## src/rtl/ccg_pkg.sv

```systemverilog
package ccg_pkg;
  localparam int RATE_W  = 3;
  localparam int MAX_EXP = (1 << RATE_W) - 1;
  localparam int CNT_W   = MAX_EXP;
  localparam int CTL_W   = 4;
  localparam int STAT_W  = 16;

  localparam int CTL_STOP  = 0;
  localparam int CTL_START = 1;
  localparam int CTL_OP    = 2;
  localparam int CTL_RST   = 3;

  localparam int ST_RUN = 8;
  localparam int ST_RST = 15;

  typedef logic [RATE_W-1:0] rate_t;
  typedef logic [CNT_W-1:0]  cnt_t;

  // Last count value of one half period: 2^e - 1.
  function automatic cnt_t half_last(input rate_t e);
    logic [CNT_W:0] one_hot;
    one_hot = (CNT_W+1)'(1) << e;
    return CNT_W'(one_hot - 1'b1);
  endfunction
endpackage

```

## src/rtl/ccg_ctl_decode.sv

```systemverilog
module ccg_ctl_decode
  import ccg_pkg::*;
#(
  parameter int RST_CYCLES = 4
) (
  input  logic             clk_i,
  input  logic             rst_ni,
  input  logic             ctl_we_i,
  input  logic [CTL_W-1:0] ctl_wdata_i,
  input  logic             rate_we_i,
  input  rate_t            rate_wdata_i,
  output logic             stop_wr_o,
  output logic             start_wr_o,
  output logic             clear_o,
  output logic             resetting_o,
  output logic             start_op_o,
  output rate_t            pend_rate_o,
  output rate_t            next_rate_o
);
  localparam int RC_W = $clog2(RST_CYCLES + 1);

  logic [RC_W-1:0] rst_cnt_q;
  logic            reset_now;
  logic            wr_ok;
  logic            op_q;
  rate_t           pend_q;

  assign reset_now   = ctl_we_i & ctl_wdata_i[CTL_RST];
  assign resetting_o = (rst_cnt_q != '0);
  assign clear_o     = resetting_o | reset_now;
  assign wr_ok       = ctl_we_i & ~clear_o;

  assign stop_wr_o  = wr_ok & ctl_wdata_i[CTL_STOP];
  assign start_wr_o = wr_ok & ctl_wdata_i[CTL_START] & ~ctl_wdata_i[CTL_STOP];

  assign next_rate_o = (rate_we_i && !clear_o) ? rate_wdata_i : pend_q;
  assign pend_rate_o = pend_q;
  assign start_op_o  = op_q;

  always_ff @(posedge clk_i or negedge rst_ni) begin
    if (!rst_ni) begin
      rst_cnt_q <= '0;
      pend_q    <= '0;
      op_q      <= 1'b0;
    end else begin
      if (reset_now)        rst_cnt_q <= RC_W'(RST_CYCLES);
      else if (resetting_o) rst_cnt_q <= rst_cnt_q - 1'b1;
      pend_q <= clear_o ? '0 : next_rate_o;
      op_q   <= wr_ok & ctl_wdata_i[CTL_OP];
    end
  end

  AST_OP_PULSE: assert property (@(posedge clk_i) disable iff (!rst_ni)
    start_op_o |-> $past(ctl_we_i && ctl_wdata_i[CTL_OP]));
  AST_RATE_FROZEN: assert property (@(posedge clk_i) disable iff (!rst_ni)
    (resetting_o && $past(clear_o)) |-> (pend_rate_o == '0));
endmodule

```

## src/rtl/ccg_divider.sv

```systemverilog
module ccg_divider
  import ccg_pkg::*;
(
  input  logic  clk_i,
  input  logic  rst_ni,
  input  logic  hold_i,
  input  rate_t rate_i,
  output logic  tick_o
);
  cnt_t cnt_q;

  assign tick_o = (cnt_q == half_last(rate_i));

  always_ff @(posedge clk_i or negedge rst_ni) begin
    if (!rst_ni)                cnt_q <= '0;
    else if (hold_i || tick_o)  cnt_q <= '0;
    else                        cnt_q <= cnt_q + 1'b1;
  end

  AST_CNT_BOUND: assert property (@(posedge clk_i) disable iff (!rst_ni)
    cnt_q <= half_last(rate_i));
endmodule

```

## src/rtl/ccg_gate.sv

```systemverilog
module ccg_gate
  import ccg_pkg::*;
(
  input  logic  clk_i,
  input  logic  rst_ni,
  input  logic  clear_i,
  input  logic  stop_wr_i,
  input  logic  start_wr_i,
  input  rate_t next_rate_i,
  input  logic  tick_i,
  output logic  running_o,
  output logic  card_clk_o,
  output rate_t active_rate_o,
  output logic  period_end_o
);
  logic  running_q, clk_q, stop_pend_q;
  rate_t rate_q;
  logic  stop_req;

  assign stop_req      = stop_pend_q | stop_wr_i;
  assign period_end_o  = running_q & clk_q & tick_i;
  assign running_o     = running_q;
  assign card_clk_o    = clk_q;
  assign active_rate_o = rate_q;

  always_ff @(posedge clk_i or negedge rst_ni) begin
    if (!rst_ni) begin
      running_q   <= 1'b0;
      clk_q       <= 1'b0;
      stop_pend_q <= 1'b0;
      rate_q      <= '0;
    end else if (clear_i) begin
      running_q   <= 1'b0;
      clk_q       <= 1'b0;
      stop_pend_q <= 1'b0;
      rate_q      <= '0;
    end else if (running_q) begin
      if (stop_req && !clk_q) begin
        running_q   <= 1'b0;
        stop_pend_q <= 1'b0;
      end else if (stop_req && tick_i) begin
        running_q   <= 1'b0;
        clk_q       <= 1'b0;
        stop_pend_q <= 1'b0;
        rate_q      <= next_rate_i;
      end else begin
        if (tick_i)       clk_q  <= ~clk_q;
        if (period_end_o) rate_q <= next_rate_i;
        stop_pend_q <= stop_wr_i | (stop_pend_q & ~start_wr_i);
      end
    end else begin
      rate_q      <= next_rate_i;
      stop_pend_q <= 1'b0;
      if (start_wr_i) running_q <= 1'b1;
    end
  end

  AST_STOP_LOW: assert property (@(posedge clk_i) disable iff (!rst_ni)
    $fell(running_q) |-> !clk_q);
  AST_EDGE_ON_TICK: assert property (@(posedge clk_i) disable iff (!rst_ni)
    !$stable(clk_q) |-> ($past(tick_i) || $past(clear_i)));
  AST_RATE_STABLE: assert property (@(posedge clk_i) disable iff (!rst_ni)
    (running_q && $past(running_q) && !$past(period_end_o) && !$past(clear_i))
      |-> $stable(rate_q));
  AST_RESET_QUIET: assert property (@(posedge clk_i) disable iff (!rst_ni)
    $past(clear_i) |-> (!running_q && !clk_q));
endmodule

```

## src/rtl/card_clk_gen.sv

```systemverilog
module card_clk_gen
  import ccg_pkg::*;
#(
  parameter int RST_CYCLES = 4
) (
  input  logic              clk_i,
  input  logic              rst_ni,
  input  logic              ctl_we_i,
  input  logic [CTL_W-1:0]  ctl_wdata_i,
  input  logic              rate_we_i,
  input  logic [RATE_W-1:0] rate_wdata_i,
  output logic              card_clk_o,
  output logic              start_op_o,
  output logic [STAT_W-1:0] status_o,
  output logic [RATE_W-1:0] rate_rd_o
);
  logic  stop_wr, start_wr, clear, resetting;
  logic  running, tick, period_end;
  rate_t pend_rate, next_rate, active_rate;

  ccg_ctl_decode #(.RST_CYCLES(RST_CYCLES)) u_dec (
    .clk_i        (clk_i),
    .rst_ni       (rst_ni),
    .ctl_we_i     (ctl_we_i),
    .ctl_wdata_i  (ctl_wdata_i),
    .rate_we_i    (rate_we_i),
    .rate_wdata_i (rate_wdata_i),
    .stop_wr_o    (stop_wr),
    .start_wr_o   (start_wr),
    .clear_o      (clear),
    .resetting_o  (resetting),
    .start_op_o   (start_op_o),
    .pend_rate_o  (pend_rate),
    .next_rate_o  (next_rate)
  );

  ccg_divider u_div (
    .clk_i  (clk_i),
    .rst_ni (rst_ni),
    .hold_i (~running | clear),
    .rate_i (active_rate),
    .tick_o (tick)
  );

  ccg_gate u_gate (
    .clk_i         (clk_i),
    .rst_ni        (rst_ni),
    .clear_i       (clear),
    .stop_wr_i     (stop_wr),
    .start_wr_i    (start_wr),
    .next_rate_i   (next_rate),
    .tick_i        (tick),
    .running_o     (running),
    .card_clk_o    (card_clk_o),
    .active_rate_o (active_rate),
    .period_end_o  (period_end)
  );

  assign rate_rd_o = pend_rate;

  always_comb begin
    status_o         = '0;
    status_o[ST_RUN] = running;
    status_o[ST_RST] = resetting;
  end

  AST_STOP_WINS: assert property (@(posedge clk_i) disable iff (!rst_ni)
    (ctl_we_i && ctl_wdata_i[CTL_STOP] && !card_clk_o) |=> !status_o[ST_RUN]);
  AST_RESET_STATUS: assert property (@(posedge clk_i) disable iff (!rst_ni)
    status_o[ST_RST] |-> (!status_o[ST_RUN] && !card_clk_o));
endmodule

```

## config.mk

```make
export PLATFORM = sky130hd
export DESIGN_NAME = card_clk_gen
export DESIGN_NICKNAME = d
export VERILOG_FILES = /design/src/rtl/ccg_pkg.sv /design/src/rtl/ccg_ctl_decode.sv /design/src/rtl/ccg_divider.sv /design/src/rtl/ccg_gate.sv /design/src/rtl/card_clk_gen.sv
export SDC_FILE = /design/constraint.sdc
export NUM_CORES = 1
export LEC_CHECK = 0
export BUFFER_PORTS_ARGS = -buffer_cell sky130_fd_sc_hd__clkbuf_2
export CELL_PAD_IN_SITES_DETAIL_PLACEMENT = 1
export CELL_PAD_IN_SITES_GLOBAL_PLACEMENT = 1
export CORE_MARGIN = 2
export CORE_UTILIZATION = 42
export CTS_CLUSTER_SIZE = 28
export DETAILED_ROUTE_END_ITERATION = 10
export GPL_TIMING_DRIVEN = 0
export HOLD_SLACK_MARGIN = 0.08
export MAX_ROUTING_LAYER = met4
export PLACE_DENSITY_LB_ADDON = 0.1
export SYNTH_ARGS = -nofsm -noshare
export SYNTH_HDL_FRONTEND = slang
export SYNTH_SLANG_ARGS = --single-unit
```

## constraint.sdc

```tcl
create_clock -name clk_i -period 5.55 [get_ports clk_i]
set_clock_uncertainty 0.1 [all_clocks]
set_input_delay 1.665 -clock clk_i [delete_from_list [all_inputs] [get_ports clk_i]]
set_output_delay 1.665 -clock clk_i [all_outputs]
set_load 0.02 [all_outputs]
```

Word-level counts from Yosys, hierarchy flattened. Cells that the tools add are included.

Word-level logic and storage cells: 70. Flip-flop bits (word level): 20. Input bits: 11. ROM bits: 0. Memories kept: 0. RAM bits: 0. Latch bits: 0. Output and inout bits: 21.

Magnitude comparators: 0. Bitwise logic cells: 18. Muxes and demuxes: 24. Shifts and indexed selects: 1. Divide/modulo/power cells: 0. Equality and inequality tests: 4. Reduce and logical (&&, ||, !) cells: 12. Multipliers: 0. Add/sub/neg operators: 3.

Operators by type and width (number): two-way mux 3 bit (9); two-way mux 1 bit (14); AND 1 bit (9); adder 7 x 1 -> 7 bit, second input constant (1); equality test 7 bit (1); two-way mux 7 bit (1); << shifter 1 x 3 -> 7 bit, first input constant (1); subtractor 7 x 1 -> 7 bit, second input constant (1); nonzero test 3 bit (2); NOT 1 bit (5); != test 4 bit, second input constant (1); bitwise OR 1 bit (4); nonzero test 2 bit (2); logical AND 1 bit (3); != test 3 bit, second input constant (1); AND reduction 3 bit (1); subtractor 3 x 1 -> 3 bit, second input constant (1); zero test 1 bit (2); != test 2 bit, second input constant (1); AND reduction 2 bit (1); logical OR 1 bit (1).

Longest topological paths before layout.
Word-level depth: 13. Depth in mapped cells: 9. Gate-level depth less buffers: 7.

Cells and area by module. From an unflattened synthesis, not the netlist that was laid out.

Cells, all modules: 131. Area total of the unflattened synthesis: 1336.3 um2.

By module, submodules not included: ccg_divider (seq. area each 175.2 um2, area an instance 471.7 um2, cells an instance 48, instances 1); ccg_ctl_decode (seq. area each 175.2 um2, area an instance 395.4 um2, cells an instance 36, instances 1); ccg_gate (seq. area each 150.1 um2, area an instance 339.1 um2, cells an instance 29, instances 1); card_clk_gen (seq. area each 0.0 um2, area an instance 130.1 um2, cells an instance 18, instances 1).

Least setup slack after synthesis. No wires, ideal clock.

Path kind: register -> output. Start: reg u_dec.rst_cnt_q[0]. End: out status_o[15]. Stages on the path, launching flop included: 6. Setup slack: 2.750 ns. Required time: 3.785 ns. Arrival: 1.035 ns. Buffers on the path: 2. Cell sequence: dfrtp_1 > inv_1 > ha_1 > nand2b_1 > clkbuf_1 > buf_4.

Word-level cells in the longest chain between the ends: 1.

Ends and longest elaborated chain: from (decl) (RTL line ccg_ctl_decode.sv:22) `logic [RC_W-1:0] rst_cnt_q;`; from (signal assigned) (RTL line ccg_ctl_decode.sv:46) `if (reset_now) rst_cnt_q <= RC_W'(RST_CYCLES);`; from (signal assigned) (RTL line ccg_ctl_decode.sv:47) `else if (resetting_o) rst_cnt_q <= rst_cnt_q - 1'b1;`; nonzero test 3 bit (RTL line ccg_ctl_decode.sv:29) `assign resetting_o = (rst_cnt_q != '0);`; to (decl) (RTL line card_clk_gen.sv:14) `output logic [STAT_W-1:0] status_o,`.

No other way between the ends.

Final worst setup path. Same ends and word-level chain as after synthesis.

==> results by group <==
Synthesis
  – Count of unique library cells instantiated by Yosys: 39
  – Xor and xnor fraction of the mapped netlist area: 0.0592
  – Async S/R FF share, synth: 1.00
  – Part of the Yosys area used for sequential elements: 0.423
  – Synthesized netlist cell count: 117
  – Primary FF master, synth: sky130_fd_sc_hd__dfrtp_1
  – Simple logic cell fraction of the synthesized area: 0.155
  – Multiplexer share of the synthesized area: 0.0803
  – Number of warnings reported in the yosys synthesis log: 0
  – Compound-gate portion of the synthesized area: 0.110
  – Post-synthesis area per instance: 10.1 um^2
  – Adder and majority cell fraction of the synthesized area: 0.0317
  – Mapped cell area: 0.00118 mm^2
  – Synth Register Bits: 20
  – Number of enable flip-flop cells after synthesis: 0
  – Main combinational cell family by area after synthesis: simple AND/OR/NAND/NOR gates

GRT
  – Maximum number of pins on one net before global-route repair: 21
  – Antenna violations before repair: 0
  – Wire length of the first global-routing pass: 4170 um
  – Total global routing track utilization: 0.168
  – Congestion Overflow GR: 0
  – Via count of the first global-routing pass: 948

STA
  – TNS Setup: 0 ns
  – Final Hold Viols: 0
  – Max Fclk: 0.298 GHz
  – Fraction of the cycle the final worst path needs: 0.605
  – Worst-case setup margin in the final layout: 2.19 ns
  – Fin. max-slew vios: 0
  – Least-Margin Pin Slew: 0.536 ns
  – Shortest period the worst path allows: 3.36 ns
  – Final setup violation count: 0
  – Worst rel slew slack: 0.640
  – RSZ-0062 raised after global routing: no

Critical path
  – Largest driver fanout on the critical path: 7
  – CP max stage cell: sky130_fd_sc_hd__dfrtp_1
  – Arrival time at the worst endpoint: 1.59 ns
  – Startpoint kind of the worst setup timing path: flip-flop
  – Largest incremental delay on the critical path: 0.37 ns
  – Required time at the endpoint of the critical path: 3.79 ns
  – Cell family contributing the most delay on the critical path: buffers and inverters
  – Series of cell instances along the critical path: inv_1 > ha_1 > nand2b_1 > clkbuf_1 > buf_4 > clkbuf_2
  – Buffer and inverter count on the worst path: 4
  – Sort of element at the end of the critical path: output pin
  – Critical path type: reg -> out

Clock tree
  – Post-CTS sizing: 0
  – Clock Sinks: 20
  – Number of buffers added to fix hold violations after cts: 0
  – CTS Buffer Depth: 2
  – TritonCTS clock tree: built
  – Source-to-sink clock delay at the later pin of the worst-skew pair: 0.30 ns
  – Post-CTS setup repair buffer count: 0
  – Inserted Clock Buffers: 3
  – Clock H-tree levels: 1
  – Root Driver: sky130_fd_sc_hd__clkbuf_4
  – Reg clk slew, reported paths: 0.11 ns

Route
  – Length of routed met3 wiring: 95 um
  – Number of design rule violations left after detail routing: 0
  – Routed length on met1: 974 um
  – Vias per cell: 4.93
  – Final WL: 2250 um
  – DRT Pass-1 Iters: 4
  – Topmost layer with routed signal wires: met4
  – Vias: 893
  – Final antenna-violating net count: 0
  – Average wire per cell in the routed design: 12.4 um
  – Met2 wire length: 1130 um
  – Drt first-iter violations: 11

Place
  – Placed inst area: 0.00136 mm^2
  – Worst-case setup slack after placement: 2.52 ns
  – I/O Buffers: 17
  – Half-perimeter wire length of the detailed placement result: 1760 um
  – Routability congestion estimate: 0.769

Final layout
  – Fraction of final layout cells with drive strength greater than 1: 0.293
  – Post-route cell area: 0.00138 mm^2
  – Reg area: 500 um^2
  – Filler cell count: 330
  – Area used by multi-input combinational logic: 569 um^2
  – Area added between synthesis and finish: 16.5%
  – Most frequent standard cell in the layout excluding fill and tap cells: sky130_fd_sc_hd__dfrtp_1
  – Antenna Diode Count: 0
  – Leading cell types in the layout, fill and taps excluded: sky130_fd_sc_hd__dfrtp_1 (20), sky130_fd_sc_hd__clkbuf_2 (17), sky130_fd_sc_hd__buf_4 (16)
  – Number of nets in the finished design: 166

Floorplan
  – Core area: 0.00271 mm^2
  – Initial core utilization: 0.437
  – I/O pin total: 32
  – Area of the die: 0.00326 mm^2
  – Row Count: 19
  – Die Wd: 57.1 um
  – Die boundary height: 57.1 um

Power
  – Static power due to leakage: 0.682 nW
  – Power density relative to cell area: 265 mW/mm^2
  – Worst vdd rail ir drop: 0.000167 V

Job
  – Maximum capacitance violations: 0

Worst hold path
  – Type of the tightest min-delay check: reg -> reg

Status
  – Run status: finished clean
## synthesized netlist by cell type, types with 3 or more instances
cell type	n	area [um^2]
sky130_fd_sc_hd__nand2_1	6	22.5
sky130_fd_sc_hd__dfrtp_1	20	500
sky130_fd_sc_hd__mux2_4	3	45.0
sky130_fd_sc_hd__mux2i_1	5	50.1
sky130_fd_sc_hd__a21oi_1	3	15.0
sky130_fd_sc_hd__buf_4	16	120
sky130_fd_sc_hd__nand3_1	4	20.0
sky130_fd_sc_hd__nand2b_1	3	18.8
sky130_fd_sc_hd__nor2_1	14	52.6
sky130_fd_sc_hd__ha_1	3	37.5
sky130_fd_sc_hd__xnor2_1	7	61.3
sky130_fd_sc_hd__inv_1	6	22.5
## cells by family after synthesis
kind of cell,after synthesis
buf+inv,25
xor+xnor,8
flops,20
mux,8
other cells,1
simple gates,35
compound gates,17
fa+ha+maj,3
## per-stage QoR
stage           util  std cells  total power [mW]  hold slack (ns)
6_report       0.509        181             0.366            0.429
5_1_grt        0.509        181             0.394            0.485
4_1_cts        0.509        181             0.369            0.431
3_5_place_dp   0.500        178             0.302            0.406
3_3_place_gp   0.500        178             0.294            0.400
2_1_floorplan      -        130             0.270            0.378
## layer usage
layer,GRT usage,vias up
li1,-,436
met4,0.0565,0
met1,0.199,432
met2,0.286,18
met3,0.0317,7
met5,-,-
## path summary, 6_finish.rpt
path | slack, ns | cells after the start | endpoint | start
max | 2.19 | 6 | status_o[15] | u_dec.rst_cnt_q[0]$_DFFE_PN0N_
min in group asynchronous | 1.22 | 1 | u_div.cnt_q[0]$_DFF_PN0_ | rst_ni
max reg2reg | 3.56 | 5 | u_gate.active_rate_o[0]$_DFFE_PN0P_ | u_gate.active_rate_o[0]$_DFFE_PN0P_
min reg2reg | 0.43 | 2 | u_dec.rst_cnt_q[2]$_DFFE_PN0N_ | u_dec.rst_cnt_q[2]$_DFFE_PN0N_
max in group asynchronous | 3.80 | 1 | u_dec.rst_cnt_q[1]$_DFFE_PN0N_ | rst_ni
min | 0.43 | 2 | u_dec.rst_cnt_q[2]$_DFFE_PN0N_ | u_dec.rst_cnt_q[2]$_DFFE_PN0N_
## state kept, by name, indices dropped and copies added (netlist names)
signal                count
u_div.cnt_q               7
u_dec.pend_rate_o         3
u_dec.rst_cnt_q           3
u_gate.active_rate_o      3
u_dec.start_op_o          1
u_gate.card_clk_o         1
u_gate.running_o          1
u_gate.stop_pend_q        1
## final cells by class
cell class / count / share of cell area
Buffer: 19 / 0.102
Clock buffer: 3 / 0.0163
Inverter: 6 / 0.0163
Multi-Input combinational cell: 85 / 0.413
Sequential cell: 20 / 0.363
Tap cell: 31 / 0.0281
Timing Repair Buffer: 17 / 0.0617
## where the power goes
| group | total, mW | internal [mW] | switching (mW) |
|---|---|---|---|
| clock network | 0.0678 | 0.0253 | 0.0425 |
| logic | 0.125 | 0.0562 | 0.0691 |
| registers | 0.172 | 0.162 | 0.0107 |
## worst min-delay path, stage by stage (launching register included)
cell and delay (ns):
sky130_fd_sc_hd__dfrtp_1 0.37, sky130_fd_sc_hd__mux2i_1 0.07, sky130_fd_sc_hd__nand2_1 0.06
Note: power is estimated with default switching activity, not from simulation.
